### src/rtl/addr_dehash.sv
module addr_dehash #(
  parameter int AW = 48
) (
  input  logic          clk,
  input  logic          rst_n,
  input  logic          in_valid,
  input  logic [AW-1:0] in_addr,
  input  logic [4:0]    chan_cnt,
  input  logic          gran_1k,
  input  logic          en_64k,
  input  logic          en_2m,
  input  logic          en_1g,
  input  logic          en_1t,
  output logic          out_valid,
  output logic [AW-1:0] out_addr,
  output logic          out_err
);
  localparam int NT = 5;

  function automatic int tgt_pos(input int k);
    return (k < 2) ? 8 + k : 10 + k;
  endfunction

  logic [4:0]    cnt_m1;
  logic          cnt_ok;
  logic [15:0]   raw_mask, sel_mask;
  logic [NT-1:0] flip;
  logic [AW-1:0] delta;

  assign cnt_m1   = chan_cnt - 5'd1;
  assign cnt_ok   = (chan_cnt >= 5'd2) && (chan_cnt <= 5'd16) && ((chan_cnt & cnt_m1) == 5'd0);
  assign raw_mask = {4'b0, cnt_m1[3:0], 8'b0};
  assign sel_mask = gran_1k ? {raw_mask[13:10], 2'b00, raw_mask[9:0]}
                            : {raw_mask[12:9], 3'b000, raw_mask[8:0]};

  for (genvar k = 0; k < NT; k++) begin : g_tgt
    localparam int TP = tgt_pos(k);
    assign flip[k] = cnt_ok & sel_mask[TP] &
                     ((en_64k & in_addr[16+k]) ^ (en_2m & in_addr[21+k]) ^
                      (en_1g  & in_addr[30+k]) ^ (en_1t & in_addr[40+k]));
  end

  always_comb begin
    delta = '0;
    for (int k = 0; k < NT; k++) delta[tgt_pos(k)] = flip[k];
  end

  always_ff @(posedge clk) begin
    if (!rst_n) begin
      out_valid <= 1'b0;
      out_addr  <= '0;
      out_err   <= 1'b0;
    end else begin
      out_valid <= in_valid;
      if (in_valid) begin
        out_addr <= in_addr ^ delta;
        out_err  <= !cnt_ok;
      end
    end
  end
endmodule


### config.mk
export PLATFORM = sky130hd
export DESIGN_NAME = addr_dehash
export DESIGN_NICKNAME = d
export VERILOG_FILES = /design/src/rtl/addr_dehash.sv
export SDC_FILE = /design/constraint.sdc
export NUM_CORES = 1
export LEC_CHECK = 0
export BUFFER_PORTS_ARGS = -buffer_cell sky130_fd_sc_hd__buf_4
export CELL_PAD_IN_SITES_DETAIL_PLACEMENT = 0
export CELL_PAD_IN_SITES_GLOBAL_PLACEMENT = 2
export CORE_UTILIZATION = 28
export CTS_BUF_LIST = sky130_fd_sc_hd__clkbuf_16
export DETAILED_ROUTE_END_ITERATION = 7
export GPL_TIMING_DRIVEN = 0
export PLACE_DENSITY_LB_ADDON = 0.2
export SYNTH_ARGS = -nofsm -noshare
export SYNTH_HDL_FRONTEND = slang
export SYNTH_SLANG_ARGS = --single-unit
### constraint.sdc
create_clock -name clk -period 6.2 [get_ports clk]
set_clock_uncertainty 0.05 [all_clocks]
set_input_delay 1.55 -clock clk [delete_from_list [all_inputs] [get_ports clk]]
set_output_delay 1.55 -clock clk [all_outputs]
set_load 0.01 [all_outputs]
-- Yosys cells after proc, flatten, opt, wreduce, memory -nomap -nowiden
Index checks and enable logic that the tools add are counted.
- flip-flop bits (word level): 50
- output and inout bits: 50
- $add $sub $neg: 1
- $lt $le $gt $ge: 2
- multiplexer cells: 1
- bitwise logic cells: 47
- reductions and logical operators: 4
- operator list (operator ; number):
    XOR 48 x 15 -> 48 bit ; 1
    bitwise AND 1 bit ; 30
    2-to-1 mux 15 bit ; 1
    XOR 1 bit ; 15
    bitwise AND 5 bit ; 1
    greater-or-equal comparator 5 x 2 -> 1 bit (second input constant) ; 1
    <= comparator 5 bit (second input constant) ; 1
    zero test 5 bit ; 1
    subtractor 5 x 1 -> 5 bit (second input constant) ; 1
    logical AND 1 bit ; 2
    zero test 1 bit ; 1

-- Longest topological paths before layout
Gate-level depths: netlist (run 1).
- depth after elaboration: 7
- gate-level depth with buffers: 9
- mapped depth without buffers: 8

-- Least setup slack after synthesis (run 1)
OpenSTA, ideal clock, no wires.
- path kind: input-to-reg
- start: input chan_cnt[2]
- end: register out_addr[8]
- arrival time: 3080 ps
- required time: 6076 ps
- setup slack: 2996 ps
- stages: 6
- path buffers: 0
- cells stage by stage: or3_2 ha_1 nor3_2 nand3_1 or4_1 a31oi_1
- cells in the longest elaborated chain, start to end: 7
- RTL lines (element ; RTL line ; source):
    start: declaration ; 8 ; input logic [4:0] chan_cnt,
    subtractor 5 x 1 -> 5 bit ; 30 ; assign cnt_m1 = chan_cnt - 5'd1;
    bitwise AND 5 bit ; 31 ; assign cnt_ok = (chan_cnt >= 5'd2) && (chan_cnt <= 5'd16) && ((chan_cnt & cnt_m1) == 5'd0);
    zero test 5 bit ; 31 ;
    logical AND 1 bit (*) ; 31 ;
    bitwise AND 1 bit (*) (2 in a row) ; 38 ; assign flip[k] = cnt_ok & sel_mask[TP] &
    XOR 48 x 15 -> 48 bit (*) ; 56 ; out_addr <= in_addr ^ delta;
    end signal: assignment ; 56 ;
    end: declaration ; 15 ; output logic [AW-1:0] out_addr,
Mark *: on every way between the ends. The rest lies on a longest branch, timed or not.
A chain may end at the register's enable or synchronous reset.

-- Worst setup path in the final report (run 1)
Same ends and word-level chain as after synthesis.

==> results of run 1 <==
==> critical path: stages <==
cell and delay, ps:
buf_4 120, or3_2 470, ha_1 200, nor3_2 190, nand3_1 120, or4_1 480
a31oi_1 160
==> cell usage after synthesis <==
cell	number
o31ai_1	1
nand3_1	1
xor2_1	4
ha_1	5
or4_1	2
nand4_1	3
nor3_1	2
a31oi_1	1
clkbuf_1	7
nand2_1	21
a21oi_1	1
a311oi_1	4
dfxtp_1	50
and2_1	5
buf_2	5
xnor2_1	11
o21ai_0	6
or3_2	1
o21ai_2	1
inv_1	4
nor2b_1	44
nor3_2	1
nor3b_1	3
nor2_1	2
and4_1	1
and3_1	1
mux2i_1	45
==> state kept, by name, indices dropped and copies added (netlist names) <==
name,count
out_valid,1
out_addr,48
out_err,1
==> logic make-up after synthesis <==
group | Yosys count
AND/OR/NAND/NOR | 87
AO/OA/AOI/OAI | 14
buffers and inverters | 16
adder cells (fa/ha/maj) | 5
XOR/XNOR | 15
multiplexers | 45
flip-flops | 50
==> worst max-delay path by stage <==
stage	from	slack [ps]	to
floorplan	chan_cnt[2]	3000	out_addr[8]$_SDFFE_PN0P_
global placement	chan_cnt[2]	2800	out_addr[8]$_SDFFE_PN0P_
detailed placement	chan_cnt[2]	2770	out_addr[8]$_SDFFE_PN0P_
CTS	chan_cnt[2]	3070	out_addr[8]$_SDFFE_PN0P_
global route	chan_cnt[2]	2980	out_addr[12]$_SDFFE_PN0P_
finish	chan_cnt[2]	3090	out_addr[8]$_SDFFE_PN0P_
==> per-layer routing <==
layer	up-vias	GRT usage [%]
li1	1008	-
met2	51	23.1
met5	-	0
met1	879	19.3
met4	0	4.62
met3	6	4.02
==> layout make-up <==
type / instances / area, um2
Timing Repair Buffer: 109 / 818
Multi-Input combinational cell: 166 / 1230
Clock buffer: 5 / 125
Sequential cell: 50 / 1000
Tap cell: 102 / 128
Fill cell: 814 / 4410
Clock inverter: 3 / 68.8
Inverter: 4 / 15.0
Buffer: 12 / 51.3
==> power by group through the flow <==
| stage | clock, mW | sequential, mW | combinational [mW] |
|---|---|---|---|
| 2_1_floorplan | 0 | 0.367 | 0.0665 |
| 3_3_place_gp | 0 | 0.357 | 0.155 |
| 3_5_place_dp | 0 | 0.358 | 0.157 |
| 4_1_cts | 0.366 | 0.351 | 0.157 |
| 5_1_grt | 0.378 | 0.353 | 0.170 |
| 6_report | 0.354 | 0.351 | 0.154 |
==> impl_metrics.json, run 1 <==
{
  "status": "complete, no violations",
  "synth_adder_area_share_pct": 2.72,
  "synth-compound-area-share_pct": 4.02,
  "ff2ff_path_depth": 2,
  "die_y_um": 92.7,
  "hold_ws_ps": 468,
  "routed.top_layer": "met4",
  "io_buffers": 109,
  "vias_per_cell": 4.31,
  "setup_violations": 0,
  "first_pass_iters": 4,
  "wl_per_cell_um": 13.4,
  "gp_congestion": 0.728,
  "syn_avg_cell_area_um2": 9.92,
  "numCtsBuffers": 5,
  "drv_cap": 0,
  "synth.yosys.warnings": 0,
  "peakVddDrop_mv": 0.0897,
  "worstSetupEndpointType": "register",
  "drc": 0,
  "grt_max_degree": 17,
  "clkPwrFrac_pct": 41.3,
  "syn_nets": 298,
  "routed-wl-met2_mm": 2.78,
  "hold_path_class": "reg -> reg",
  "timing.rr.start": "out_addr[13]$_SDFFE_PN0P_",
  "path_clk_slew_ps": 70,
  "drt_iter0_drc": 28,
  "synth_cell_type_count": 27,
  "p_seq_share_pct": 40.8,
  "relSlewSlack_pct": 64.4,
  "layout_commonest_cell": "buf_4",
  "arrival_ps": 3280,
  "r2r-end": "out_addr[13]$_SDFFE_PN0P_",
  "final_cell_mix": "109 x buf_4, 50 x dfxtp_1, 45 x mux2i_1, 44 x nor2b_1, 21 x nand2_1",
  "floorplan.initialDensity_pct": 29.3,
  "synthXorXnorAreaFrac_pct": 5.71,
  "drv_slew": 0,
  "grt-ovfl-total": 0,
  "grt_pass1_wl_mm": 9.70,
  "ctsResizeCount": 0,
  "drt-met1-wl_mm": 2.85,
  "antenna_cells": 0,
  "postCtsSetupBuffers": 0,
  "final.setup.tns_ps": 0,
  "post-place-ws_ps": 2770,
  "worstSetupStartpointType": "input pin",
  "first_global_vias": 1933,
  "die_w_um": 92.7,
  "root_buffer": "clkbuf_16",
  "stdcell_count": 451,
  "synthSimpleGateAreaFrac_pct": 21.6,
  "netlist_area_um2": 2300,
  "worstMarginPinSlew_ps": 534,
  "leakagePower_nw": 1.62,
  "coreArea_um2": 7850,
  "final.setup.worst_slack_ps": 3090,
  "clock_sinks": 50,
  "final_util_pct": 43.8,
  "synth_top_family_by_area": "simple AND/OR/NAND/NOR gates",
  "comb_power_share_pct": 17.9,
  "fin_total_pwr_uw": 859,
  "dp.cells": 443,
  "ys_top_cells_by_area": "dfxtp_1 44%, mux2i_1 20%, nor2b_1 12%",
  "num_rows": 32,
  "placed_cell_area_um2": 3250,
  "max_freq_ghz": 0.321,
  "routed-wl-met3_um": 343,
  "path_class": "in -> reg",
  "nets": 414,
  "r2r_setup_slack_ps": 5440,
  "netlist.area_leader.share_pct": 43.5,
  "antenna_found_initial": 0,
  "io_pins": 111,
  "swShare_pct": 23.4,
  "report.final.hold_viol_count": 0,
  "period_needed_ps": 3110,
  "ys_ff_latch": 50,
  "cts_buffer_depth": 2,
  "rsz0062_at_grt": "no",
  "final_area_um2": 3440,
  "synth_top_area_cell": "dfxtp_1",
  "vias": 1944,
  "worstPathRequired_ps": 6370,
  "synthCells": 232,
  "final_layout_size_suffix_gt1_share_pct": 35.8,
  "ys_seq_area_share_pct": 43.5,
  "p_sw_uw": 201,
  "dp_hpwl_mm": 4.67,
  "synthMuxAreaShare_pct": 19.6,
  "intPower_uw": 658,
  "die_area_um2": 8580,
  "cts_tree": "built",
  "grtUsageTotal_pct": 14.7,
  "post-route-period-util_pct": 50.2,
  "min_path_cells": 2,
  "syn_to_final_growth_pct": 49.5,
  "power_density_nw_per_um2": 250,
  "hold_start": "out_addr[33]$_SDFFE_PN0P_",
  "htree_num_levels": 2,
  "clk_latency_ps": 290,
  "drt-total-wl_mm": 6.04,
  "hold_buffers": 0,
  "hold_end": "out_addr[33]$_SDFFE_PN0P_",
  "path_max_fanout": 4,
  "ant_nets": 0
}
Power figures use the tool's default switching activity.
==> run 2: changes to the inputs <==
--- a/config.mk
+++ b/config.mk
@@ -8,7 +8,7 @@
 export BUFFER_PORTS_ARGS = -buffer_cell sky130_fd_sc_hd__buf_4
 export CELL_PAD_IN_SITES_DETAIL_PLACEMENT = 0
 export CELL_PAD_IN_SITES_GLOBAL_PLACEMENT = 2
-export CORE_UTILIZATION = 28
+export CORE_UTILIZATION = 24
 export CTS_BUF_LIST = sky130_fd_sc_hd__clkbuf_16
 export DETAILED_ROUTE_END_ITERATION = 7
 export GPL_TIMING_DRIVEN = 0
==> constraint.sdc (replaced) <==
create_clock -name clk -period 2.83 [get_ports clk]
set_clock_uncertainty 0.05 [all_clocks]
set_input_delay 0.7075 -clock clk [delete_from_list [all_inputs] [get_ports clk]]
set_output_delay 0.7075 -clock clk [all_outputs]
set_load 0.01 [all_outputs]
==> run 2 against run 1 <==
Sequential share of layout area grew 0.16 points. Wire length is 2.5% higher. Hold slack improved by 1.6 ps. Flip-flop and latch count unchanged. Cell area decreased by 0.55%. Register-to-register slack worse by 3300 ps. First-iteration DRC count rose by 39%. Critical path depth unchanged. Via count fell by 2.0%.
==> impl_metrics.json, run 2 (synthesis results as in run 1) <==
{
  "drv_cap": 0,
  "leakagePower_nw": 1.59,
  "dp_hpwl_mm": 4.76,
  "path_max_fanout": 4,
  "clock_sinks": 50,
  "drv_slew": 0,
  "worstSetupEndpointType": "register",
  "die_y_um": 99.9,
  "path_clk_slew_ps": 70,
  "final.setup.tns_ps": 0,
  "r2r_setup_slack_ps": 2110,
  "rsz0062_at_grt": "no",
  "cts_tree": "built",
  "grt-ovfl-total": 0,
  "antenna_found_initial": 0,
  "ff2ff_path_depth": 2,
  "die_w_um": 99.9,
  "postCtsSetupBuffers": 0,
  "first_global_vias": 1880,
  "drt-total-wl_mm": 6.19,
  "top_register": "out_addr",
  "top_regs": "out_addr (48), out_err (1), out_valid (1)",
  "hold_start": "out_addr[30]$_SDFFE_PN0P_",
  "arrival_ps": 2450,
  "htree_num_levels": 2,
  "drc": 0,
  "syn_to_final_growth_pct": 48.7,
  "largest_reg_flops": 48,
  "worstMarginPinSlew_ps": 526,
  "first_pass_iters": 4,
  "io_pins": 111,
  "post-route-period-util_pct": 80.8,
  "period_needed_ps": 2290,
  "final_layout_size_suffix_gt1_share_pct": 35.5,
  "path_class": "in -> reg",
  "r2r-end": "out_addr[9]$_SDFFE_PN0P_",
  "wl_per_cell_um": 12.9,
  "cts_buffer_depth": 2,
  "min_path_cells": 2,
  "grt_pass1_wl_mm": 9.65,
  "final_cell_mix": "109 x buf_4, 50 x dfxtp_1, 45 x mux2i_1, 44 x nor2b_1, 21 x nand2_1",
  "vias_per_cell": 3.99,
  "worstSetupStartpointType": "input pin",
  "gp_congestion": 0.709,
  "stdcell_count": 478,
  "grtUsageTotal_pct": 12.3,
  "ctsResizeCount": 0,
  "placed_cell_area_um2": 3280,
  "coreArea_um2": 9280,
  "drt_iter0_drc": 39,
  "dp.cells": 470,
  "num_rows": 35,
  "setup_violations": 0,
  "status": "complete, no violations",
  "hold_end": "out_addr[30]$_SDFFE_PN0P_",
  "max_freq_ghz": 0.437,
  "final_util_pct": 36.9,
  "antenna_cells": 0,
  "fillCellCount": 1003,
  "numCtsBuffers": 5,
  "worstPathRequired_ps": 2990,
  "clk_latency_ps": 280,
  "vias": 1906,
  "peakVddDrop_mv": 0.253,
  "hold_path_class": "reg -> reg",
  "hold_buffers": 0,
  "io_buffers": 109,
  "root_buffer": "clkbuf_16",
  "final_area_um2": 3420,
  "grt_max_degree": 16,
  "die_area_um2": 9980,
  "hold_ws_ps": 469,
  "relSlewSlack_pct": 64.9,
  "floorplan.initialDensity_pct": 24.8,
  "timing.rr.start": "out_addr[9]$_SDFFE_PN0P_",
  "nets": 414,
  "power_density_nw_per_um2": 492,
  "layout_commonest_cell": "buf_4",
  "report.final.hold_viol_count": 0,
  "ant_nets": 0
}
-- run 2: cell types whose count changed in the layout (fill, tap and decap cells not counted), sizes merged --
cell	previous run	this run
bufinv	2	0
clkinv	1	2
clkinvlp	0	1
-- run 2: area by class of cell --
class	count	area [um2]	share of cell area, %
multi-input combinational	166	1230	36.1
sequential	50	1000	29.3
timing repair buffer	109	818	23.9
tap	129	161	4.72
clock buffer	5	125	3.66
buffer	12	51.3	1.50
clock inverter	3	16.3	0.475
inverter	4	15.0	0.439
-- run 2: worst max path at each step --
stage / slack, ps / endpoint / startpoint / depth (start not counted)
floorplan: 470 / out_addr[8]$_SDFFE_PN0P_ / chan_cnt[2] / 6
global placement: 260 / out_addr[8]$_SDFFE_PN0P_ / chan_cnt[2] / 7
finish: 540 / out_addr[8]$_SDFFE_PN0P_ / chan_cnt[2] / 7
global route: 430 / out_addr[8]$_SDFFE_PN0P_ / chan_cnt[2] / 7
detailed placement: 250 / out_addr[8]$_SDFFE_PN0P_ / chan_cnt[2] / 7
CTS: 540 / out_addr[8]$_SDFFE_PN0P_ / chan_cnt[2] / 7
-- run 2: worst max-delay path, stage by stage --
cell	delay, ps
buf_4	120
or3_2	470
ha_1	200
nor3_2	200
nand3_1	120
or4_1	480
a31oi_1	160
-- run 2: layer usage --
| metal | track usage, % | up-vias | wire length, um | share of wire, % |
|---|---|---|---|---|
| li1 | - | 1008 | - | - |
| met1 | 16.5 | 847 | 2980 | 48 |
| met2 | 20.2 | 49 | 2880 | 47 |
| met3 | 2.58 | 2 | 280 | 4.5 |
| met4 | 3.05 | 0 | 46 | 0.74 |
| met5 | 0 | - | 0 | 0 |
-- run 2: where the power goes --
group / switching (mW) / leakage [nW] / total (mW) / internal, mW
logic: 0.151 / 1.11 / 0.337 / 0.186
clock network: 0.254 / 0.0672 / 0.578 / 0.323
registers: 0.0215 / 0.413 / 0.769 / 0.747
total: 0.427 / 1.59 / 1.68 / 1.26
-- run 2: through the flow --
stage / setup slack (ps) / power [mW]
5_1_grt: 434 / 1.78
2_1_floorplan: 468 / 0.949
3_3_place_gp: 264 / 1.13
4_1_cts: 540 / 1.72
6_report: 542 / 1.68
3_5_place_dp: 246 / 1.13
==> run 3: changes to the inputs <==
--- a/config.mk
+++ b/config.mk
@@ -5,10 +5,11 @@
 export SDC_FILE = /design/constraint.sdc
 export NUM_CORES = 1
 export LEC_CHECK = 0
+export ABC_AREA = 1
 export BUFFER_PORTS_ARGS = -buffer_cell sky130_fd_sc_hd__buf_4
 export CELL_PAD_IN_SITES_DETAIL_PLACEMENT = 0
 export CELL_PAD_IN_SITES_GLOBAL_PLACEMENT = 2
-export CORE_UTILIZATION = 24
+export CORE_UTILIZATION = 21
 export CTS_BUF_LIST = sky130_fd_sc_hd__clkbuf_16
 export DETAILED_ROUTE_END_ITERATION = 7
 export GPL_TIMING_DRIVEN = 0
==> constraint.sdc (replaced) <==
create_clock -name clk -period 2.1 [get_ports clk]
set_clock_uncertainty 0.05 [all_clocks]
set_input_delay 0.525 -clock clk [delete_from_list [all_inputs] [get_ports clk]]
set_output_delay 0.525 -clock clk [all_outputs]
set_load 0.01 [all_outputs]
==> run 3 against run 2 <==
Die area increased by 15%. Power grew 45%. Core utilization shrank 4.1 points. Critical path depth increased by 7. First-iteration DRC count grew to 3.3 times the previous value. Critical path type unchanged. Critical endpoint is now out_addr[14]$_SDFFE_PN0P_. Highest routed layer unchanged.
==> impl_metrics.json, run 3 <==
{
  "postCtsSetupBuffers": 0,
  "first_pass_iters": 4,
  "worstMarginPinSlew_ps": 512,
  "period_needed_ps": 1820,
  "dp.cells": 588,
  "num_rows": 37,
  "syn_nets": 413,
  "ys_seq_area_share_pct": 43.2,
  "worstSetupStartpointType": "input pin",
  "regArea_um2": 1000,
  "worstPathRequired_ps": 2230,
  "path_max_fanout": 10,
  "drt-met1-wl_mm": 3.44,
  "root_buffer": "clkbuf_16",
  "relSlewSlack_pct": 65.8,
  "antenna_found_initial": 0,
  "path_class": "in -> reg",
  "stdcell_count": 596,
  "netlist.area_leader.share_pct": 43.2,
  "grt_max_degree": 17,
  "routed-wl-met2_mm": 3.23,
  "die_area_um2": 11400,
  "leakagePower_nw": 1.74,
  "gp_congestion": 0.755,
  "max_stage_delay_ps": 180,
  "max_freq_ghz": 0.551,
  "netlist_area_um2": 2310,
  "post-route-period-util_pct": 86.4,
  "io_pins": 111,
  "syn_to_final_growth_pct": 48.6,
  "final_cell_mix": "108 x nor2_1, 108 x buf_4, 63 x nand2_1, 50 x dfxtp_1, 46 x o21ai_0",
  "nets": 525,
  "floorplan.initialDensity_pct": 22.0,
  "dp_hpwl_mm": 5.65,
  "hold_path_class": "in -> reg",
  "ys_top_cells_by_area": "dfxtp_1 43%, nor2_1 18%, nand2_1 10%",
  "antenna_cells": 0,
  "synthCells": 347,
  "power_density_nw_per_um2": 710,
  "grt-ovfl-total": 0,
  "first_global_vias": 2447,
  "synthFlopType": "dfxtp_1",
  "cts_buffer_depth": 2,
  "worstSetupEndpointType": "register",
  "vias_per_cell": 4.08,
  "ctsResizeCount": 0,
  "status": "complete, no violations",
  "async_flop_share_pct": 0,
  "coreArea_um2": 10500,
  "clk_latency_ps": 290,
  "numCtsBuffers": 5,
  "htree_num_levels": 2,
  "synth.yosys.warnings": 0,
  "final_util_pct": 32.7,
  "io_buffers": 105,
  "drv_cap": 0,
  "vias": 2429,
  "peakVddDrop_mv": 0.349,
  "synth_most_common_cell": "nor2_1",
  "drc": 0,
  "cp_slowest_cell": "nor3_1",
  "grtUsageTotal_pct": 13.3,
  "largest_reg_flops": 48,
  "multi_input_area_um2": 1130,
  "crit_chain": "buf_4 > inv_2 > ha_1 > inv_1 > ha_1 > nor3_1 > nand2_1 > a21oi_2 > buf_6 > nand2_1 > nand2_1 > nand3_1 > nand2_1 > inv_1",
  "die_w_um": 107,
  "cts_tree": "built",
  "top_regs": "out_addr (48), out_err (1), out_valid (1)",
  "drt_iter0_drc": 127,
  "die_y_um": 107,
  "fillCellCount": 1172,
  "crit_path_frequent_cell": "nand2_1",
  "top_register": "out_addr",
  "grt_pass1_wl_mm": 12.0,
  "drt-total-wl_mm": 7.17,
  "clock_sinks": 50,
  "rsz0062_at_grt": "no",
  "path_clk_slew_ps": 70,
  "report.final.hold_viol_count": 0,
  "setup_violations": 0,
  "hold_buffers": 0,
  "drv_slew": 0,
  "final_layout_size_suffix_gt1_share_pct": 27.6,
  "wl_per_cell_um": 12.0,
  "synth_top_area_cell": "dfxtp_1",
  "hold_ws_ps": 402,
  "routed-wl-met3_um": 444,
  "ant_nets": 0,
  "arrival_ps": 1950,
  "syn_avg_cell_area_um2": 6.67,
  "routed.top_layer": "met4",
  "synthTopCellsByCount": "108 x nor2_1, 63 x nand2_1, 50 x dfxtp_1",
  "ys_ff_latch": 50,
  "synth_cell_type_count": 22,
  "synth_edf_count": 0
}
-- run 3: cell types whose count changed in the layout (fill, tap and decap cells not counted), sizes merged, moves of 11 or more --
cell / change
o21ai: +39
inv: +18
mux2i: -45
xnor2: -11
nor2: +109
nand2: +42
nand3: +24
nor2b: -44
-- run 3: cell type report --
type / instances / area share (%)
clock buffers: 5 / 3.64
plain buffers: 19 / 2.98
clock inverters: 3 / 1.24
inverters: 22 / 2.40
flip-flops and latches: 50 / 29.1
repair buffers: 105 / 22.9
multi-input cells: 256 / 32.8
well taps: 136 / 4.95
-- run 3: kinds of logic (layout without fill, tap and decap cells) --
logic type               Yosys count  after routing  synth area share, %
AO/OA/AOI/OAI                     49             49                 10.9
flip-flops                        50             50                 43.2
AND/OR/NAND/NOR                  202            202                 35.2
buffers and inverters             41            154                 8.00
adder cells (fa/ha/maj)            5              5                 2.70
-- run 3: path summary, 6_finish.rpt --
| check | slack (ps) | startpoint | depth (start not counted) | to |
|---|---|---|---|---|
| setup / recovery | 280 | chan_cnt[0] | 14 | out_addr[14]$_SDFFE_PN0P_ |
| hold / removal | 400 | in_addr[28] | 3 | out_addr[28]$_SDFFE_PN0P_ |
| setup reg to reg | 1400 | out_err$_SDFFE_PN0P_ | 2 | out_err$_SDFFE_PN0P_ |
| hold reg to reg | 450 | out_addr[42]$_SDFFE_PN0P_ | 2 | out_addr[42]$_SDFFE_PN0P_ |
-- run 3: worst max-delay path: cells and delay by family --
family,cells,cell delay (ps)
fa+ha+maj,2,340
buf+inv,5,440
compound gates,1,150
simple gates,6,510
-- run 3: metal layers --
layer | up-vias | GRT usage (%)
li1 | 1309 | -
met1 | 1058 | 17.5
met2 | 58 | 21.4
met3 | 4 | 3.53
met4 | 0 | 3.52
met5 | - | 0
-- run 3: where the power goes --
| part | leakage, nW | internal, mW | switching, mW |
|---|---|---|---|
| Sequential | 0.416 | 1.01 | 0.0316 |
| Clock | 0.0818 | 0.563 | 0.365 |
| Combinational | 1.24 | 0.228 | 0.240 |
| Total | 1.74 | 1.81 | 0.636 |
-- run 3: through the flow --
| step | total power, mW | setup WS (ps) | setup TNS, ps | area, um2 |
|---|---|---|---|---|
| 4_1_cts | 2.49 | 278 | 0 | 3440 |
| 3_5_place_dp | 1.55 | -12.0 | -18.0 | 3270 |
| 5_1_grt | 2.60 | 126 | 0 | 3440 |
| 2_1_floorplan | 1.29 | 266 | 0 | 2310 |
| 6_report | 2.44 | 285 | 0 | 3440 |
| 3_3_place_gp | 1.54 | -17.3 | -43.6 | 3270 |
